### src/rtl/sar_rd_pkg.sv
package sar_rd_pkg;

  parameter int CYC_W = 5;

  typedef enum logic [1:0] {
    KIND_CONV,
    KIND_WAKE,
    KIND_SLEEP
  } frame_kind_e;

  // strobes from control to datapath, valid for one system clock
  typedef struct packed {
    logic             open;        // chip select falls this edge
    logic             sample;      // serial clock rises this edge
    logic             chanSwitch;  // falling edge into the channel-switch cycle
    logic             publish;     // conversion frame ends with a result
    logic [CYC_W-1:0] cycIdx;      // current serial cycle number
  } rd_strobe_t;

endpackage

### src/rtl/sar_rd_ctrl.sv
module sar_rd_ctrl
  import sar_rd_pkg::*;
#(
  parameter int HALF_DIV  = 2,
  parameter int GAP_CYC   = 3,
  parameter int ABORT_CYC = 5,
  parameter int LONG_LEN  = 16,
  parameter int SHORT_LEN = 14,
  parameter int CHAN_CYC  = 3
) (
  input  logic       clk,
  input  logic       rst_n,
  input  logic       convReq,
  input  logic       sleepReq,
  input  logic       shortMode,
  input  logic       outBusy,
  output logic       csN,
  output logic       sclk,
  output logic       lowPower,
  output rd_strobe_t strobe
);

  localparam int HW = (HALF_DIV > 1) ? $clog2(HALF_DIV) : 1;
  localparam int GW = (GAP_CYC > 1) ? $clog2(GAP_CYC) : 1;

  typedef enum logic [1:0] {S_IDLE, S_RUN, S_GAP} st_e;

  st_e              state;
  frame_kind_e      kind;
  logic [HW-1:0]    halfCnt;
  logic [CYC_W-1:0] cycCnt;
  logic [CYC_W-1:0] frameLen;
  logic [GW-1:0]    gapCnt;

  logic phaseEnd;
  logic atLast;
  logic wantSleep;
  logic holdEnd;
  logic endNow;

  always_comb begin
    phaseEnd  = (halfCnt == HW'(HALF_DIV - 1));
    atLast    = (kind == KIND_SLEEP) ? (cycCnt == CYC_W'(ABORT_CYC))
                                     : (cycCnt == frameLen);
    wantSleep = !lowPower && sleepReq;
    holdEnd   = (kind == KIND_CONV) && outBusy;
    endNow    = (state == S_RUN) && phaseEnd && sclk && atLast && !holdEnd;

    strobe        = '0;
    strobe.cycIdx = cycCnt;
    if (state == S_IDLE && (wantSleep || convReq)) strobe.open = 1'b1;
    if (state == S_RUN && phaseEnd) begin
      if (!sclk) begin
        strobe.sample = 1'b1;
      end else if (!atLast) begin
        strobe.chanSwitch = (cycCnt == CYC_W'(CHAN_CYC - 1));
      end else if (kind == KIND_CONV && !outBusy) begin
        strobe.publish = 1'b1;
      end
    end
  end

  always_ff @(posedge clk or negedge rst_n) begin
    if (!rst_n) begin
      state    <= S_IDLE;
      kind     <= KIND_CONV;
      csN      <= 1'b1;
      sclk     <= 1'b1;
      halfCnt  <= '0;
      cycCnt   <= '0;
      frameLen <= CYC_W'(LONG_LEN);
      gapCnt   <= '0;
      lowPower <= 1'b1;
    end else begin
      case (state)
        S_IDLE: begin
          if (strobe.open) begin
            csN      <= 1'b0;
            halfCnt  <= '0;
            cycCnt   <= '0;
            frameLen <= shortMode ? CYC_W'(SHORT_LEN) : CYC_W'(LONG_LEN);
            if (wantSleep)     kind <= KIND_SLEEP;
            else if (lowPower) kind <= KIND_WAKE;
            else               kind <= KIND_CONV;
            state    <= S_RUN;
          end
        end
        S_RUN: begin
          if (!phaseEnd) begin
            halfCnt <= halfCnt + 1'b1;
          end else if (!sclk) begin
            sclk    <= 1'b1;
            halfCnt <= '0;
          end else if (!atLast) begin
            sclk    <= 1'b0;
            halfCnt <= '0;
            cycCnt  <= cycCnt + 1'b1;
          end else if (endNow) begin
            csN    <= 1'b1;
            gapCnt <= '0;
            state  <= S_GAP;
            if (kind == KIND_SLEEP)     lowPower <= 1'b1;
            else if (kind == KIND_WAKE) lowPower <= 1'b0;
          end
        end
        S_GAP: begin
          if (gapCnt == GW'(GAP_CYC - 1)) state <= S_IDLE;
          else                            gapCnt <= gapCnt + 1'b1;
        end
        default: state <= S_IDLE;
      endcase
    end
  end

endmodule

### src/rtl/sar_rd_dp.sv
module sar_rd_dp
  import sar_rd_pkg::*;
#(
  parameter int DATA_W   = 12,
  parameter int LONG_LEN = 16
) (
  input  logic              clk,
  input  logic              rst_n,
  input  rd_strobe_t        strobe,
  input  logic              sdata,
  input  logic              altMode,
  input  logic              reqChan,
  input  logic              resReady,
  output logic              chSel,
  output logic              resValid,
  output logic [DATA_W-1:0] resData,
  output logic              resChan,
  output logic              resErr,
  output logic              outBusy
);

  localparam int LEAD_CYC   = 1;
  localparam int FIRST_DATA = LEAD_CYC + 1;
  localparam int LAST_DATA  = LEAD_CYC + DATA_W;
  localparam int LAST_CHECK = LONG_LEN - 1;   // final cycle may be high impedance

  logic [DATA_W-1:0] shiftReg;
  logic              errAcc;
  logic              tagChan;
  logic              targetChan;
  int                idx;

  assign idx     = int'(strobe.cycIdx);
  assign outBusy = resValid && !resReady;

  // capture and framing check
  always_ff @(posedge clk or negedge rst_n) begin
    if (!rst_n) begin
      shiftReg   <= '0;
      errAcc     <= 1'b0;
      tagChan    <= 1'b0;
      targetChan <= 1'b0;
    end else if (strobe.open) begin
      shiftReg   <= '0;
      errAcc     <= 1'b0;
      tagChan    <= chSel;
      targetChan <= altMode ? !chSel : reqChan;
    end else if (strobe.sample) begin
      if (idx == LEAD_CYC) begin
        errAcc <= errAcc | sdata;
      end else if (idx >= FIRST_DATA && idx <= LAST_DATA) begin
        shiftReg <= {shiftReg[DATA_W-2:0], sdata};
      end else if (idx > LAST_DATA && idx <= LAST_CHECK) begin
        errAcc <= errAcc | sdata;
      end
    end
  end

  // channel line, programmed for the following frame
  always_ff @(posedge clk or negedge rst_n) begin
    if (!rst_n)                 chSel <= 1'b0;
    else if (strobe.chanSwitch) chSel <= targetChan;
  end

  // result slot
  always_ff @(posedge clk or negedge rst_n) begin
    if (!rst_n) begin
      resValid <= 1'b0;
      resData  <= '0;
      resChan  <= 1'b0;
      resErr   <= 1'b0;
    end else if (strobe.publish) begin
      resValid <= 1'b1;
      resData  <= shiftReg;
      resChan  <= tagChan;
      resErr   <= errAcc;
    end else if (resReady) begin
      resValid <= 1'b0;
    end
  end

endmodule

### src/rtl/sar_readout_ctrl.sv
module sar_readout_ctrl
  import sar_rd_pkg::*;
#(
  parameter int DATA_W      = 12,
  parameter int HALF_DIV    = 2,
  parameter int CS_HIGH_MIN = 2,
  parameter int QUIET_MIN   = 3,
  parameter int ABORT_CYC   = 5
) (
  input  logic              clk,
  input  logic              rst_n,
  input  logic              convReq,
  input  logic              sleepReq,
  input  logic              shortMode,
  input  logic              altMode,
  input  logic              reqChan,
  output logic              csN,
  output logic              sclk,
  output logic              chSel,
  input  logic              sdata,
  output logic              resValid,
  input  logic              resReady,
  output logic [DATA_W-1:0] resData,
  output logic              resChan,
  output logic              resErr,
  output logic              lowPower
);

  localparam int LONG_LEN  = DATA_W + 4;
  localparam int SHORT_LEN = DATA_W + 2;
  localparam int GAP_CYC   = (CS_HIGH_MIN > QUIET_MIN) ? CS_HIGH_MIN : QUIET_MIN;
  localparam int CHAN_CYC  = 3;

  rd_strobe_t strobe;
  logic       outBusy;

  sar_rd_ctrl #(
    .HALF_DIV (HALF_DIV),
    .GAP_CYC  (GAP_CYC),
    .ABORT_CYC(ABORT_CYC),
    .LONG_LEN (LONG_LEN),
    .SHORT_LEN(SHORT_LEN),
    .CHAN_CYC (CHAN_CYC)
  ) u_ctrl (
    .clk      (clk),
    .rst_n    (rst_n),
    .convReq  (convReq),
    .sleepReq (sleepReq),
    .shortMode(shortMode),
    .outBusy  (outBusy),
    .csN      (csN),
    .sclk     (sclk),
    .lowPower (lowPower),
    .strobe   (strobe)
  );

  sar_rd_dp #(
    .DATA_W  (DATA_W),
    .LONG_LEN(LONG_LEN)
  ) u_dp (
    .clk     (clk),
    .rst_n   (rst_n),
    .strobe  (strobe),
    .sdata   (sdata),
    .altMode (altMode),
    .reqChan (reqChan),
    .resReady(resReady),
    .chSel   (chSel),
    .resValid(resValid),
    .resData (resData),
    .resChan (resChan),
    .resErr  (resErr),
    .outBusy (outBusy)
  );

endmodule

### config.mk
export PLATFORM = sky130hd
export DESIGN_NAME = sar_readout_ctrl
export DESIGN_NICKNAME = d
export VERILOG_FILES = /design/src/rtl/sar_rd_pkg.sv /design/src/rtl/sar_rd_ctrl.sv /design/src/rtl/sar_rd_dp.sv /design/src/rtl/sar_readout_ctrl.sv
export SDC_FILE = /design/constraint.sdc
export NUM_CORES = 1
export LEC_CHECK = 0
export ABC_CLOCK_PERIOD_IN_PS = 2370
export BUFFER_PORTS_ARGS = -buffer_cell sky130_fd_sc_hd__buf_4
export CORE_UTILIZATION = 25
export CTS_CLUSTER_SIZE = 30
export DETAILED_ROUTE_END_ITERATION = 8
export PLACE_DENSITY_LB_ADDON = 0.2
export SETUP_SLACK_MARGIN = 0.3
export SLEW_MARGIN = 0
export SYNTH_ARGS = -nofsm -noshare
export SYNTH_HDL_FRONTEND = slang
export SYNTH_SLANG_ARGS = --single-unit
### constraint.sdc
create_clock -name clk -period 2.37 [get_ports clk]
set_clock_uncertainty 0.15 [all_clocks]
set_input_delay 0.474 -clock clk [delete_from_list [all_inputs] [get_ports clk]]
set_output_delay 0.474 -clock clk [all_outputs]
set_load 0.03 [all_outputs]
==> metrics.md <==
| Metric | Value |
|---|---|
| Syn Area/Cell | 11.1 µm² |
| Max incr delay on CP | between 0.5 and 0.6 ns |
| Crit-path leading delay family | simple AND/OR/NAND/NOR gates |
| Synthesized cell area | between 0.002 and 0.0025 mm² |
| Sw Pwr | between 0.0015 and 0.002 W |
| Fin. Hold Viols | 0 |
| Pre-antenna DRT Iters | 4 |
| Pwr Total | 0.00395 W |
| First-pass GRT wire length | 8870 µm |
| Slew margin rel. | 0.591 |
| Crit path max fanout | 7 |
| Crit. End Element | flop |
| Filler Cells Inserted | 881 |
| Grt met3 use | 0.0222 |
| Post-Layout Cell Count | 359 |
| Iteration-0 DRC count of the detailed router | 80 |
| Vias | 1,693 |
| Arr. time, crit path | roughly 2.1 ns |
| Tcrit/Tclk final | 0.870 |
| Worst r2r src | u_ctrl.sclk$_DFFE_PN1N_ |
| Most Used Layer, Global Route | met2 |
| Library cells used by synthesis | 42 |
| Power Density | 1320 mW/mm² |
| Starting density of the core | 0.261 |
| CP Cell Sequence | and4b_2 -> nand3_4 -> nor4_4 -> buf_4 -> clkbuf_16 -> mux2_4 |
| I/O pin cnt | 28 |
| Synthesized instance count | 208 |
| Pin count of the biggest net entering global routing | 49 |
| EDFF count, synth | 0 |
| Mapped Nets | 224 |
| Worst-Margin Slew | 0.614 ns |
| Port bufs | 27 |
| Residual DRC | 0 |
| Total negative setup slack | 0 ns |
| Placed insts | 342 |
| Max Freq | 485 MHz |
| Max_cap viols | 0 |
| Sw frac | 0.404 |
| Most used DFF post-synth | dfrtp_1 |
| Num rows | 34 |
| Hold Path Class | input pin to asynchronous set/reset pin |
| Latest clock arrival within the worst-skew pair | roughly 0.3 ns |
| # diodes | 0 |
| Slew Limit Fails | 0 |
| GRT overflow | 0 |
| Clock share of power | 0.164 |
| Worst Reg-to-Reg Cells | 6 |
| Worst path slowest cell | dfstp_2 |
| Antenna-violating nets left | 0 |
| Wire per inst | 14.4 µm |
| Worst VDD drop | 371 µV |
| Ratio of cells with drive above 1 in the final layout | 0.355 |
| H-tree depth | 2 |
| Outcome | finished clean |
| Leak | about 1.4 nW |
| Root Buffer | clkbuf_8 |
| Final setup violation count | 0 |
| Vias/cell | 4.72 |
| Worst Setup Start Kind | flop |
| GR Util met1 | 0.171 |
| Hold bufs inserted after CTS | 0 |
| Final nets | between 200 and 300 |
| Total Wirelength | between 5000 and 6000 µm |
| Period minus WS final | 2.06 ns |
| Clock slew at reported path FFs | 0.09 ns |
| RSZ-0062 raised after global routing | true |
| Antenna violations before repair | 0 |
| Flop-to-flop setup slack | 0.31 ns |
| GRT Total Usage | 0.116 |
| Kind of critical path | flop to flop |
| CTS Sinks | 48 |
| Syn. warnings | 0 |
| M2 GR Usage | 0.172 |
| Async SR Flop Fraction | 1.00 |
| Reg power frac | 0.356 |
| Die width | 98.0 µm |
| Internal | ~0.0024 W |
| TritonCTS Buffers | 5 |
| Worst Path Buf+Inv | 2 |
| Area Overhead vs Synth | 29.9% |
| Most common cell after layout, fill and taps aside | buf_4 |
| Register bit count reported by yosys | 48 |
| Req. time, crit path | 2.40 ns |
| Core Area | 0.00881 mm² |
| GPL Wtd Cong | 0.667 |
| Max Root-Sink Buffers | 2 |
| Reg-to-Reg End | u_dp.resChan$_DFFE_PN0P_ |
| Total Die Area | 0.00960 mm² |
| Most frequent cells in the layout | 43 x buf_4, 42 x dfrtp_1, 19 x o21ai_0 |
| Die Ht | 98.0 µm |
| TritonCTS clock tree | built |
| Sequential area share after synthesis | 0.524 |
| Combinational power share | 0.481 |
| Vias in the first global route | around 1,700 |
| DP HPWL | between 3000 and 4000 µm |
[synth_stat cells (2+ instances only)]
library cell	count	area, µm²
dfrtp_1	44	1100
o21ai_0	19	95.1
mux2_2	16	180
a21oi_1	15	75.1
nand2_1	15	56.3
nand3_1	15	75.1
inv_1	8	30.0
ha_1	7	87.6
clkbuf_1	6	22.5
nor2_1	6	22.5
mux2i_1	5	50.1
dfstp_2	4	105
nor2b_1	4	25.0
o21a_1	4	30.0
a21o_1	3	22.5
and3_1	3	18.8
nand2b_1	3	18.8
a2111oi_0	2	17.5
buf_2	2	10.0
nor3_1	2	10.0
nor4_1	2	12.5
o311ai_0	2	17.5
o41ai_1	2	17.5
[power groups by stage]
stage / Sequential [W] / Combinational, W / Clock [W]
floorplan: 0.00153 / 0.00105 / 0
global placement: 0.00142 / 0.00165 / 0
detailed placement: 0.00142 / 0.00168 / 0
CTS: 0.00141 / 0.00187 / 0.000671
global route: 0.00146 / 0.00209 / 0.000699
finish: 0.00141 / 0.00190 / 0.000648
[through the flow]
step           utilization  hold WS, ns  cell area [µm²]  setup slack, ns
6_report             0.340       0.0280             2990            0.309
5_1_grt              0.340       0.0738             2990            0.192
4_1_cts              0.338       0.0554             2970            0.267
3_5_place_dp         0.306        0.317             2700            0.242
3_3_place_gp         0.306        0.310             2700            0.148
2_1_floorplan            -       0.0284             2330            0.271
[worst max path at each step]
stage | start | to | slack, ns | depth (start not counted)
2_1_floorplan | u_ctrl.sclk$_DFFE_PN1N_ | u_dp.resData[10]$_DFFE_PN0P_ | 0.27 | 6
3_3_place_gp | u_ctrl.kind[0]$_DFFE_PN0P_ | u_dp.chSel$_DFFE_PN0P_ | 0.15 | 7
3_5_place_dp | u_ctrl.kind[0]$_DFFE_PN0P_ | u_dp.chSel$_DFFE_PN0P_ | 0.24 | 7
4_1_cts | u_ctrl.sclk$_DFFE_PN1N_ | u_dp.resChan$_DFFE_PN0P_ | 0.27 | 5
5_1_grt | u_ctrl.kind[0]$_DFFE_PN0P_ | u_dp.resChan$_DFFE_PN0P_ | 0.19 | 8
6_report | u_ctrl.sclk$_DFFE_PN1N_ | u_dp.resChan$_DFFE_PN0P_ | 0.31 | 6
[repair_timing]
action,CTS,global route
pin swaps,5,0
gates resized for setup,20,6
endpoints found under the setup margin,15,24
cloned,1,0
buffers inserted,7,1
[per-layer routing]
metal  share of wire  vias up  routed length (µm)
li1                -      829                   -
met1            0.52      841                2690
met4           0.010        0                  53
met2            0.45       19                2350
met3           0.018        4                  92
met5               0        -                   0
[final cells by class]
| type | instances | area, µm² | area share |
|---|---|---|---|
| clock inverter | 1 | 30.0 | 0.0100 |
| clock buffer | 7 | 96.3 | 0.0322 |
| inverter | 8 | 30.0 | 0.0100 |
| sequential | 48 | 1210 | 0.404 |
| timing repair buffer | 45 | 368 | 0.123 |
| multi-input combinational | 142 | 1120 | 0.376 |
| tap | 108 | 135 | 0.0452 |
[state kept, by name, indices dropped and copies added, names as in the netlist, 2 cells and up]
signal / flops
u_dp.resData: 12
u_dp.shiftReg: 12
u_ctrl.cycCnt: 5
u_ctrl.frameLen: 2
u_ctrl.gapCnt: 2
u_ctrl.kind: 2
u_ctrl.state: 2
[cells by family after synthesis]
logic type / share of synthesized area
and+or+nand+nor: 0.138
AOI/OAI and AO/OA: 0.155
DFF: 0.524
muxes: 0.100
buffers and inverters: 0.0337
adders and majority gates: 0.0380
xor gates and xnor gates: 0.0109
Power figures use the tool's default switching activity.
